$ cat src/rtl/tp8_pkg.sv
package tp8_pkg;
   typedef enum logic [1:0] {
      MD_DUAL8 = 2'b00,
      MD_CAS16 = 2'b01,
      MD_PPG   = 2'b10,
      MD_PWM   = 2'b11
   } tp8_mode_e;

   typedef enum logic [1:0] {
      FF_INV  = 2'b00,
      FF_SET  = 2'b01,
      FF_CLR  = 2'b10,
      FF_HOLD = 2'b11
   } tp8_ffcmd_e;

   localparam logic [2:0] A_RUN  = 3'd0;
   localparam logic [2:0] A_MODE = 3'd1;
   localparam logic [2:0] A_FFC  = 3'd2;
   localparam logic [2:0] A_CMP0 = 3'd3;
   localparam logic [2:0] A_CMP1 = 3'd4;

   typedef struct packed {
      logic      run0;
      logic      run1;
      logic      dbuf_en;
      tp8_mode_e mode;
      logic [1:0] ck0;
      logic [1:0] ck1;
      logic [1:0] plen;
      logic      auto_en;
      logic      auto_src;
   } tp8_ctl_t;
endpackage

$ cat src/rtl/tp8_presc.sv
module tp8_presc #(
   parameter int PRE_W = 9,
   parameter int TAP1  = 2,
   parameter int TAP2  = 5,
   parameter int TAP3  = 9
) (
   input  logic       clk,
   input  logic       rst_n,
   input  logic       run,
   output logic [3:0] tick
);
   localparam int TAPS [3] = '{TAP1, TAP2, TAP3};

   logic [PRE_W-1:0] pre_q;

   always_ff @(posedge clk or negedge rst_n) begin
      if (!rst_n)    pre_q <= '0;
      else if (!run) pre_q <= '0;
      else           pre_q <= pre_q + 1'b1;
   end

   assign tick[0] = 1'b1;
   for (genvar g = 1; g < 4; g++) begin : g_tap
      assign tick[g] = run & (&pre_q[TAPS[g-1]-1:0]);
   end
endmodule

$ cat src/rtl/tp8_regs.sv
module tp8_regs
   import tp8_pkg::*;
#(
   parameter int CW = 8
) (
   input  logic          clk,
   input  logic          rst_n,
   input  logic          wr_en,
   input  logic [2:0]    wr_addr,
   input  logic [CW-1:0] wr_data,
   input  logic          load,
   output tp8_ctl_t      ctl,
   output logic [CW-1:0] cmp0,
   output logic [CW-1:0] cmp1,
   output logic          ff_we,
   output tp8_ffcmd_e    ff_cmd
);
   logic [CW-1:0] buf_q;

   assign ff_we  = wr_en && (wr_addr == A_FFC);
   assign ff_cmd = tp8_ffcmd_e'(wr_data[1:0]);

   always_ff @(posedge clk or negedge rst_n) begin
      if (!rst_n) begin
         ctl   <= '0;
         cmp0  <= '0;
         cmp1  <= '0;
         buf_q <= '0;
      end else begin
         if (load) cmp0 <= buf_q;
         if (wr_en) begin
            case (wr_addr)
               A_RUN: begin
                  ctl.run0    <= wr_data[0];
                  ctl.run1    <= wr_data[1];
                  ctl.dbuf_en <= wr_data[2];
               end
               A_MODE: begin
                  ctl.mode <= tp8_mode_e'(wr_data[1:0]);
                  ctl.ck0  <= wr_data[3:2];
                  ctl.ck1  <= wr_data[5:4];
                  ctl.plen <= wr_data[7:6];
               end
               A_FFC: begin
                  ctl.auto_en  <= wr_data[2];
                  ctl.auto_src <= wr_data[3];
               end
               A_CMP0: begin
                  buf_q <= wr_data;
                  if (!ctl.dbuf_en) cmp0 <= wr_data;
               end
               A_CMP1: cmp1 <= wr_data;
               default: ;
            endcase
         end
      end
   end
endmodule

$ cat src/rtl/tp8_core.sv
module tp8_core
   import tp8_pkg::*;
#(
   parameter int CW     = 8,
   parameter int PWM_N0 = 6,
   parameter int PWM_N1 = 7
) (
   input  logic          clk,
   input  logic          rst_n,
   input  tp8_ctl_t      ctl,
   input  logic [CW-1:0] cmp0,
   input  logic [CW-1:0] cmp1,
   input  logic [3:0]    tick,
   output logic          irq0,
   output logic          irq1,
   output logic          ev_inv,
   output logic          ev_set,
   output logic          ev_clr,
   output logic          load
);
   localparam logic [CW-1:0] MASK0 = {CW{1'b1}} >> (CW - PWM_N0);
   localparam logic [CW-1:0] MASK1 = {CW{1'b1}} >> (CW - PWM_N1);
   localparam logic [CW-1:0] MASKF = {CW{1'b1}};

   logic [CW-1:0] cnt0, cnt1, nmask;
   logic t0, tick1, m0, m1, m1x, hit0, hit1, hit16, ppg_b, ovf;

   always_comb begin
      case (ctl.plen)
         2'd0:    nmask = MASK0;
         2'd1:    nmask = MASK1;
         default: nmask = MASKF;
      endcase
      t0    = tick[ctl.ck0];
      m0    = (cnt0 == cmp0);
      m1    = (cnt1 == cmp1);
      m1x   = (cnt0 == cmp1);
      hit0  = ctl.run0 & t0 & m0;
      tick1 = (ctl.ck1 == 2'd0) ? hit0 : tick[ctl.ck1];
      hit1  = ctl.run1 & tick1 & m1;
      hit16 = hit0 & m1;
      ppg_b = ctl.run0 & t0 & m1x;
      ovf   = ctl.run0 & t0 & ((cnt0 & nmask) == nmask);
   end

   always_comb begin
      ev_inv = 1'b0;
      ev_set = 1'b0;
      ev_clr = 1'b0;
      load   = 1'b0;
      case (ctl.mode)
         MD_DUAL8: ev_inv = ctl.auto_en & (ctl.auto_src ? hit1 : hit0);
         MD_CAS16: ev_inv = ctl.auto_en & hit16;
         MD_PPG: begin
            ev_inv = hit0 | ppg_b;
            load   = ctl.dbuf_en & ppg_b;
         end
         default: begin
            ev_clr = ovf;
            ev_set = hit0 & ~ovf;
            load   = ctl.dbuf_en & ovf;
         end
      endcase
   end

   always_ff @(posedge clk or negedge rst_n) begin
      if (!rst_n) begin
         cnt0 <= '0;
         cnt1 <= '0;
         irq0 <= 1'b0;
         irq1 <= 1'b0;
      end else begin
         irq0 <= 1'b0;
         irq1 <= 1'b0;
         case (ctl.mode)
            MD_DUAL8: begin
               if (!ctl.run0)  cnt0 <= '0;
               else if (t0)    cnt0 <= m0 ? '0 : cnt0 + 1'b1;
               if (!ctl.run1)  cnt1 <= '0;
               else if (tick1) cnt1 <= m1 ? '0 : cnt1 + 1'b1;
               irq0 <= hit0;
               irq1 <= hit1;
            end
            MD_CAS16: begin
               if (!ctl.run0)  {cnt1, cnt0} <= '0;
               else if (t0)    {cnt1, cnt0} <= (m0 & m1) ? '0 : {cnt1, cnt0} + 1'b1;
               irq1 <= hit16;
            end
            MD_PPG: begin
               cnt1 <= '0;
               if (!ctl.run0)  cnt0 <= '0;
               else if (t0)    cnt0 <= m1x ? '0 : cnt0 + 1'b1;
               irq0 <= hit0;
               irq1 <= ppg_b;
            end
            default: begin
               cnt1 <= '0;
               if (!ctl.run0)  cnt0 <= '0;
               else if (t0)    cnt0 <= ovf ? '0 : cnt0 + 1'b1;
               irq0 <= hit0;
               irq1 <= ovf;
            end
         endcase
      end
   end
endmodule

$ cat src/rtl/tp8_ff.sv
module tp8_ff
   import tp8_pkg::*;
(
   input  logic       clk,
   input  logic       rst_n,
   input  logic       sw_we,
   input  tp8_ffcmd_e sw_cmd,
   input  logic       ev_set,
   input  logic       ev_clr,
   input  logic       ev_inv,
   output logic       q
);
   always_ff @(posedge clk or negedge rst_n) begin
      if (!rst_n) q <= 1'b0;
      else if (sw_we) begin
         case (sw_cmd)
            FF_INV:  q <= ~q;
            FF_SET:  q <= 1'b1;
            FF_CLR:  q <= 1'b0;
            default: q <= q;
         endcase
      end
      else if (ev_set) q <= 1'b1;
      else if (ev_clr) q <= 1'b0;
      else if (ev_inv) q <= ~q;
   end
endmodule

$ cat src/rtl/tmr_pair8.sv
module tmr_pair8
   import tp8_pkg::*;
#(
   parameter int CW     = 8,
   parameter int PRE_W  = 9,
   parameter int TAP1   = 2,
   parameter int TAP2   = 5,
   parameter int TAP3   = 9,
   parameter int PWM_N0 = 6,
   parameter int PWM_N1 = 7
) (
   input  logic          clk,
   input  logic          rst_n,
   input  logic          wr_en,
   input  logic [2:0]    wr_addr,
   input  logic [CW-1:0] wr_data,
   output logic          tmr_out,
   output logic          irq0,
   output logic          irq1
);
   if (CW < 8) begin : g_bad_cw
      $error("tmr_pair8: CW must be at least 8");
   end
   if (!(TAP1 > 0 && TAP1 < TAP2 && TAP2 < TAP3 && TAP3 == PRE_W)) begin : g_bad_tap
      $error("tmr_pair8: taps must rise strictly and the last must equal PRE_W");
   end
   if (!(PWM_N0 > 0 && PWM_N0 < PWM_N1 && PWM_N1 <= CW)) begin : g_bad_pwm
      $error("tmr_pair8: PWM lengths must rise and fit in CW");
   end

   tp8_ctl_t      ctl_w;
   tp8_ffcmd_e    ff_cmd_w;
   logic [CW-1:0] cmp0_w, cmp1_w;
   logic [3:0]    tick_w;
   logic          ff_we_w, load_w, ev_inv_w, ev_set_w, ev_clr_w;
   logic [1:0]    mode_w;
   logic          run0_w, run1_w;

   assign mode_w = ctl_w.mode;
   assign run0_w = ctl_w.run0;
   assign run1_w = ctl_w.run1;

   tp8_regs #(.CW(CW)) u_regs (
      .clk(clk), .rst_n(rst_n), .wr_en(wr_en), .wr_addr(wr_addr),
      .wr_data(wr_data), .load(load_w), .ctl(ctl_w), .cmp0(cmp0_w),
      .cmp1(cmp1_w), .ff_we(ff_we_w), .ff_cmd(ff_cmd_w)
   );

   tp8_presc #(.PRE_W(PRE_W), .TAP1(TAP1), .TAP2(TAP2), .TAP3(TAP3)) u_presc (
      .clk(clk), .rst_n(rst_n), .run(ctl_w.run0 | ctl_w.run1), .tick(tick_w)
   );

   tp8_core #(.CW(CW), .PWM_N0(PWM_N0), .PWM_N1(PWM_N1)) u_core (
      .clk(clk), .rst_n(rst_n), .ctl(ctl_w), .cmp0(cmp0_w), .cmp1(cmp1_w),
      .tick(tick_w), .irq0(irq0), .irq1(irq1), .ev_inv(ev_inv_w),
      .ev_set(ev_set_w), .ev_clr(ev_clr_w), .load(load_w)
   );

   tp8_ff u_ff (
      .clk(clk), .rst_n(rst_n), .sw_we(ff_we_w), .sw_cmd(ff_cmd_w),
      .ev_set(ev_set_w), .ev_clr(ev_clr_w), .ev_inv(ev_inv_w), .q(tmr_out)
   );
endmodule

$ cat config.mk
export PLATFORM = sky130hd
export DESIGN_NAME = tmr_pair8
export DESIGN_NICKNAME = d
export VERILOG_FILES = /design/src/rtl/tp8_pkg.sv /design/src/rtl/tp8_presc.sv /design/src/rtl/tp8_regs.sv /design/src/rtl/tp8_core.sv /design/src/rtl/tp8_ff.sv /design/src/rtl/tmr_pair8.sv
export SDC_FILE = /design/constraint.sdc
export NUM_CORES = 1
export LEC_CHECK = 0
export BUFFER_PORTS_ARGS = -buffer_cell sky130_fd_sc_hd__buf_2
export CORE_ASPECT_RATIO = 1.2
export CORE_UTILIZATION = 25
export DETAILED_ROUTE_END_ITERATION = 8
export GPL_TIMING_DRIVEN = 1
export PLACE_DENSITY = 0.47
export SLEW_MARGIN = 20
export SYNTH_ARGS = -nofsm -noshare
export SYNTH_HDL_FRONTEND = slang
export SYNTH_SLANG_ARGS = --single-unit
export TNS_END_PERCENT = 30
$ cat constraint.sdc
create_clock -name clk -period 4.1 [get_ports clk]
set_input_delay 0.615 -clock clk [delete_from_list [all_inputs] [get_ports clk]]
set_output_delay 0.615 -clock clk [all_outputs]
set_load 0.02 [all_outputs]
==> results.json, run 1 <==
{
  "status": "completed",
  "r2r_cells": 11,
  "cap_viol_max_count": 0,
  "io_pins": 17,
  "wl_um": 8740,
  "r2r-start": "u_presc.pre_q[0]",
  "ys_seq_area_frac": 0.451,
  "crit_buf_inv": 0,
  "clock_skew_ps": 5.77,
  "wl_per_cell_um": 16.0,
  "clk_latency_ps": 330,
  "finalNonFillerCells": 548,
  "postCtsHoldBufs": 0,
  "drt-pass1-iter-count": 4,
  "syn-instance-count": 354,
  "finalSetupViolCount": 0,
  "slew_headroom": 0.396,
  "final-max-slew-violation-count": 0,
  "n_antenna_cell": 0,
  "drive_gt1_frac": 0.194,
  "design_area_um2": 4150,
  "avgViaCountPerCell": 4.96,
  "grt-ovfl-total": 0,
  "synth.area.top_cells": "dfrtp_1 45%, mux2_2 7.2%, xor2_1 4.9%",
  "yosysMostFrequentCell": "dfrtp_1",
  "dp_hpwl_um": 6560,
  "place_area_um2": 3860,
  "antenna_left": 0,
  "start_util": 0.259,
  "reg2reg_slack_ps": 1130,
  "drc": 0,
  "crit_arrival_ps": 3190,
  "grt_max_degree": 43,
  "setup_tns_ps": 0,
  "leakagePower_nw": 1.78,
  "die_h_um": 134,
  "port_buffers": 16,
  "coreArea_um2": 13900,
  "grt_usage": 0.126,
  "critPathRequiredTime_ps": 4310,
  "syn-num-nets": 375,
  "power_density_nw_per_um2": 505,
  "area_growth_pct": 15.1,
  "cts_setup_buffers": 0,
  "worst_hold_slack_ps": 409,
  "slowest_stage": "a21oi_1",
  "nets": 394,
  "cts-buffers-inserted": 9,
  "cts.sinks": 65,
  "synth_largest_area_cell": "dfrtp_1",
  "slowest_delay_ps": 380,
  "yosysTopAreaCellShare": 0.451,
  "crit_family": "compound AO/OA/AOI/OAI gates",
  "yosysWarningCount": 0,
  "crit_type": "reg -> reg",
  "critPathMaxFanout": 7,
  "grt_pass1_vias": 2713,
  "hold_viol": 0,
  "cts_resized": 0,
  "final.min_clock_period_ps": 2970,
  "avgSynthCellArea_um2": 10.2,
  "clkTransAtPathRegs_ps": 50,
  "place_ws_ps": 1200,
  "vias": 2719,
  "async_flop_share": 1.00,
  "synthFlopType": "dfrtp_1",
  "clockBufferDepth": 2,
  "dieArea_um2": 14900,
  "synth_edf_count": 0,
  "dp.cells": 533,
  "hold_class": "in -> async",
  "tightestPinTransition_ps": 906,
  "yosysUniqueCellTypes": 60,
  "tritoncts": "done",
  "ys_top_cells_by_count": "65 x dfrtp_1, 36 x nand2_1, 26 x nor2_1",
  "path_cells": "ha_1 > and3_1 > and3_1 > ha_1 > nand3_1 > a21oi_1 > nor2_2 > a211oi_2 > o31ai_1 > a31oi_1 > mux2_1",
  "row_count": 47,
  "grt_setup_unrepaired": "false",
  "max-vdd-ir-drop_mv": 0.192,
  "antenna_found_initial": 0,
  "worstReg2RegEnd": "u_ff.q",
  "ys_seq_elements": 65,
  "fin_crit_sh": 0.725,
  "syn_area_um2": 3600,
  "gp_congestion": 0.793,
  "grt_pass1_wl_um": 14500,
  "fp.dieW_um": 112,
  "start_kind": "flip-flop",
  "htree_levels": 3,
  "drt_iter0_markers": 181,
  "max_freq_ghz": 0.336,
  "worst_slack_ps": 1130,
  "cts_root_buf": "clkbuf_16",
  "crit_path_end_kind": "flip-flop"
}
[worst reg2reg max path, cell delays in order (launching register included)]
cell and delay, ps:
dfrtp_1 360, ha_1 240, and3_1 220, and3_1 170, ha_1 160, nand3_1 80
a21oi_1 380, nor2_2 170, a211oi_2 370, o31ai_1 150, a31oi_1 210, mux2_1 350
[metrics by stage]
step                       util  total power, mW
after global placement    0.277             1.35
after floorplan               -             1.22
after detailed placement  0.277             1.37
final                     0.298             2.10
after CTS                 0.298             2.12
after global routing      0.298             2.22
[registers in the layout, summed over array words and instances, names as in the netlist, 8 cells and up]
name,flops
u_core.cnt0,8
u_regs.ctl,13
u_presc.pre_q,9
u_core.cnt1,8
u_regs.buf_q,8
u_regs.cmp1,8
u_regs.cmp0,8
[routing by layer]
layer	share of wire	track usage	vias to the layer above	wire length [um]
li1	-	-	1325	-
met5	0	0	-	0
met4	0.0097	0.0413	0	85
met2	0.49	0.213	49	4320
met1	0.47	0.160	1338	4090
met3	0.028	0.0273	7	244
[power by group]
group          switching (mW)  internal [mW]
combinational           0.250          0.207
sequential              0.139          0.756
clock                   0.281          0.463
total                   0.670           1.43
[layout by cell type, fill, tap and decap left out, types with 4 or more instances in the layout]
cell	Yosys	final
mux2i_1	9	9
nor4_1	4	4
and3_1	4	4
mux2_2	23	23
nand3_1	14	14
nor2_1	26	26
a22o_1	4	4
ha_1	7	7
nor2b_1	6	6
nor3_1	10	10
buf_2	4	16
o31ai_1	5	5
a21oi_1	24	24
dfrtp_1	65	65
clkbuf_16	0	9
xor2_1	20	20
o21ai_1	10	10
inv_1	6	6
xnor2_1	8	8
nand2_1	36	36
o21ai_0	11	11
[worst max-delay path by stage]
stage,start,slack (ps),endpoint,cells past startpoint
final,u_presc.pre_q[0],1130,u_ff.q,11
after global placement,u_presc.pre_q[0],1340,u_ff.q,11
after CTS,u_presc.pre_q[0],1180,u_ff.q,11
after global routing,u_presc.pre_q[0],930,u_ff.q,11
after detailed placement,u_presc.pre_q[0],1200,u_ff.q,11
after floorplan,u_presc.pre_q[0],1550,u_ff.q,11
[cell families (layout without fill, tap and decap cells)]
group,Yosys count,count (layout),synth area share
and+or+nand+nor,123,123,0.173
AOI/OAI and AO/OA,80,80,0.157
DFF,65,65,0.451
muxes,33,33,0.100
xor gates and xnor gates,29,29,0.0725
buffers and inverters,17,40,0.0222
adders and majority gates,7,7,0.0243
[area by class of cell]
cell class                 count  area, um^2
inverter                       6        22.5
timing repair buffer          19         103
sequential                    65        1630
clock inverter                 6        60.1
fill                        1434        9790
clock buffer                   9         225
tap                          171         214
multi-input combinational    272        1900
No activity file was read; power rests on OpenSTA's default activity.
==> run 2, diff against run 1 <==
- ABC_AREA: unset -> 1
- PLACE_DENSITY: 0.47 -> 0.49
- clock period: 4.1 -> 2.6 ns (I/O delays scaled with it)
==> results.json, run 2 <==
{
  "drt-pass1-iter-count": 4,
  "clock_skew_ps": 7.77,
  "clk_latency_ps": 330,
  "slowest_delay_ps": 370,
  "io_pins": 17,
  "antenna_left": 0,
  "cts.sinks": 65,
  "crit_arrival_ps": 2640,
  "tightestPinTransition_ps": 570,
  "synth_edf_count": 0,
  "clkTransAtPathRegs_ps": 50,
  "area_growth_pct": 17.8,
  "drc": 0,
  "final-max-slew-violation-count": 0,
  "final_cell_mix": "139 x nand2_1, 65 x dfrtp_1, 55 x inv_1",
  "clockBufferDepth": 2,
  "layout_commonest_cell": "nand2_1",
  "largest_register_ffs": 13,
  "largestRegisters": "u_regs.ctl x13, u_presc.pre_q x9",
  "max_freq_ghz": 0.412,
  "grt_pass1_wl_um": 15900,
  "async_flop_share": 1.00,
  "dp_hpwl_um": 7280,
  "grt-ovfl-total": 0,
  "dieArea_um2": 15400,
  "hold_class": "in -> async",
  "syn_area_um2": 3730,
  "syn-num-nets": 522,
  "fp.dieW_um": 114,
  "yosysUniqueCellTypes": 34,
  "avgViaCountPerCell": 4.48,
  "drive_gt1_frac": 0.125,
  "yosysMostFrequentCell": "nand2_1",
  "critPathRequiredTime_ps": 2820,
  "final.min_clock_period_ps": 2430,
  "ys_seq_elements": 65,
  "leakagePower_nw": 2.01,
  "synth_mux_area_frac": 0.00402,
  "cts_root_buf": "clkbuf_16",
  "start_util": 0.258,
  "power_density_nw_per_um2": 744,
  "synthFlopType": "dfrtp_1",
  "fin_crit_sh": 0.933,
  "synth.area.top_cells": "dfrtp_1 44%, nand2_1 14%, inv_1 5.6%",
  "place_ws_ps": 62.0,
  "grt_max_degree": 26,
  "port_buffers": 16,
  "path_cells": "ha_2 > nand2_1 > nor3_2 > nand2_1 > nor2_2 > ha_1 > nand3_1 > nand3_1 > nand3_2 > o21ai_2 > nand2_2 > nand2_4 > o21ai_4 > mux2_4",
  "cts-buffers-inserted": 9,
  "die_h_um": 136,
  "worst_slack_ps": 175,
  "nets": 545,
  "p_total_mw": 3.27,
  "ys_top_cells_by_count": "139 x nand2_1, 65 x dfrtp_1, 56 x inv_1",
  "crit_path_end_kind": "flip-flop",
  "avgSynthCellArea_um2": 7.45,
  "synth_fa_ha_area_frac": 0.0235,
  "status": "completed",
  "r2r-start": "u_presc.pre_q[0]",
  "slowest_stage": "dfrtp_1",
  "drt_iter0_markers": 161,
  "synth-simple-area-share": 0.304,
  "max-vdd-ir-drop_mv": 0.438,
  "gp_congestion": 0.825,
  "hold_viol": 0,
  "htree_levels": 3,
  "synth_top_family_by_area": "simple AND/OR/NAND/NOR gates",
  "coreArea_um2": 14500,
  "r2r_cells": 14,
  "start_kind": "flip-flop",
  "crit_type": "reg -> reg",
  "synth_largest_area_cell": "dfrtp_1",
  "grt_pass1_vias": 3042,
  "worstReg2RegEnd": "u_core.cnt1[3]",
  "vias": 3265,
  "top_register": "u_regs.ctl",
  "critPathMaxFanout": 9,
  "n_antenna_cell": 0,
  "slew_headroom": 0.619,
  "finalSetupViolCount": 0,
  "yosysTopAreaCellShare": 0.436,
  "wl_per_cell_um": 12.9,
  "syn-instance-count": 501,
  "ys_seq_area_frac": 0.436,
  "antenna_found_initial": 0,
  "reg2reg_slack_ps": 170,
  "synth_compound_area_frac": 0.117,
  "row_count": 48,
  "cap_viol_max_count": 0,
  "yosysWarningCount": 0,
  "tritoncts": "done",
  "wl_um": 9420,
  "synth-xor-area-share": 0.0423,
  "grt_usage": 0.135
}
[run 2: cell count changes after synthesis, sizes merged, moves of 7 or more]
cell    previous run  this run
nor3              11        18
mux2i              9         0
clkbuf             4        11
xor2              20        12
nand2             37       147
a21oi             24        14
inv                6        59
o21ai             22        44
nand3             15        31
mux2              24         1
nor2              29        52
a31oi              2        10
[run 2: logic make-up after synthesis]
logic type / count (synthesis)
XOR/XNOR: 18
AO/OA/AOI/OAI: 77
adder cells (fa/ha/maj): 7
multiplexers: 1
flip-flops: 65
buffers and inverters: 71
AND/OR/NAND/NOR: 262
[run 2: worst max path at each step]
stage	cells after the start	slack [ps]	startpoint	endpoint
finish	14	170	u_presc.pre_q[0]	u_core.cnt1[3]
global route	14	-20	u_presc.pre_q[0]	u_core.cnt1[3]
detailed placement	16	60	u_presc.pre_q[0]	u_core.cnt0[4]
CTS	16	50	u_presc.pre_q[0]	u_core.cnt0[4]
global placement	16	100	u_presc.pre_q[0]	u_core.cnt0[4]
floorplan	14	340	u_presc.pre_q[0]	u_core.cnt1[3]
[run 2: repair_timing]
| item | 4_1_cts | 5_1_grt |
|---|---|---|
| hold buffers | 0 | 0 |
| resized for setup | 0 | 7 |
| endpoints found under the setup margin | 0 | 26 |
| endpoints found under the hold margin | 0 | 0 |
| buffers inserted | 0 | 4 |
[run 2: where the power goes]
group	switching [mW]	internal, mW
Sequential	0.177	1.17
Clock	0.437	0.788
Combinational	0.429	0.269
[run 2: routing by layer]
metal	global-route usage	part of all wire	vias to the layer above
li1	-	-	1670
met1	0.171	0.45	1538
met2	0.228	0.51	51
met3	0.0241	0.024	6
met4	0.0482	0.012	0
met5	0	0	-
[run 2: worst max-delay path, delay by kind of cell (launching register included)]
kind	cells	cell delay, ps
adder cells (fa/ha/maj)	2	380
AO/OA/AOI/OAI	2	330
multiplexers	1	310
flip-flops	1	370
AND/OR/NAND/NOR	9	950
[run 2: layout make-up]
cell class	instances	area, um^2
Sequential cell	65	1630
Multi-Input combinational cell	365	1850
Clock buffer	11	253
Clock inverter	4	52.6
Inverter	59	221
Fill cell	1573	10100
Tap cell	200	250
Timing Repair Buffer	24	140
[run 2: per-stage QoR]
stage	util	std cells	setup TNS (ps)	hold slack (ps)	area, um^2
2_1_floorplan	-	501	0	94.4	3730
4_1_cts	0.300	724	0	47.4	4350
5_1_grt	0.304	728	-59.4	64.6	4400
6_report	0.304	728	0	25.9	4400
3_3_place_gp	0.279	709	0	391	4040
3_5_place_dp	0.279	709	0	399	4040
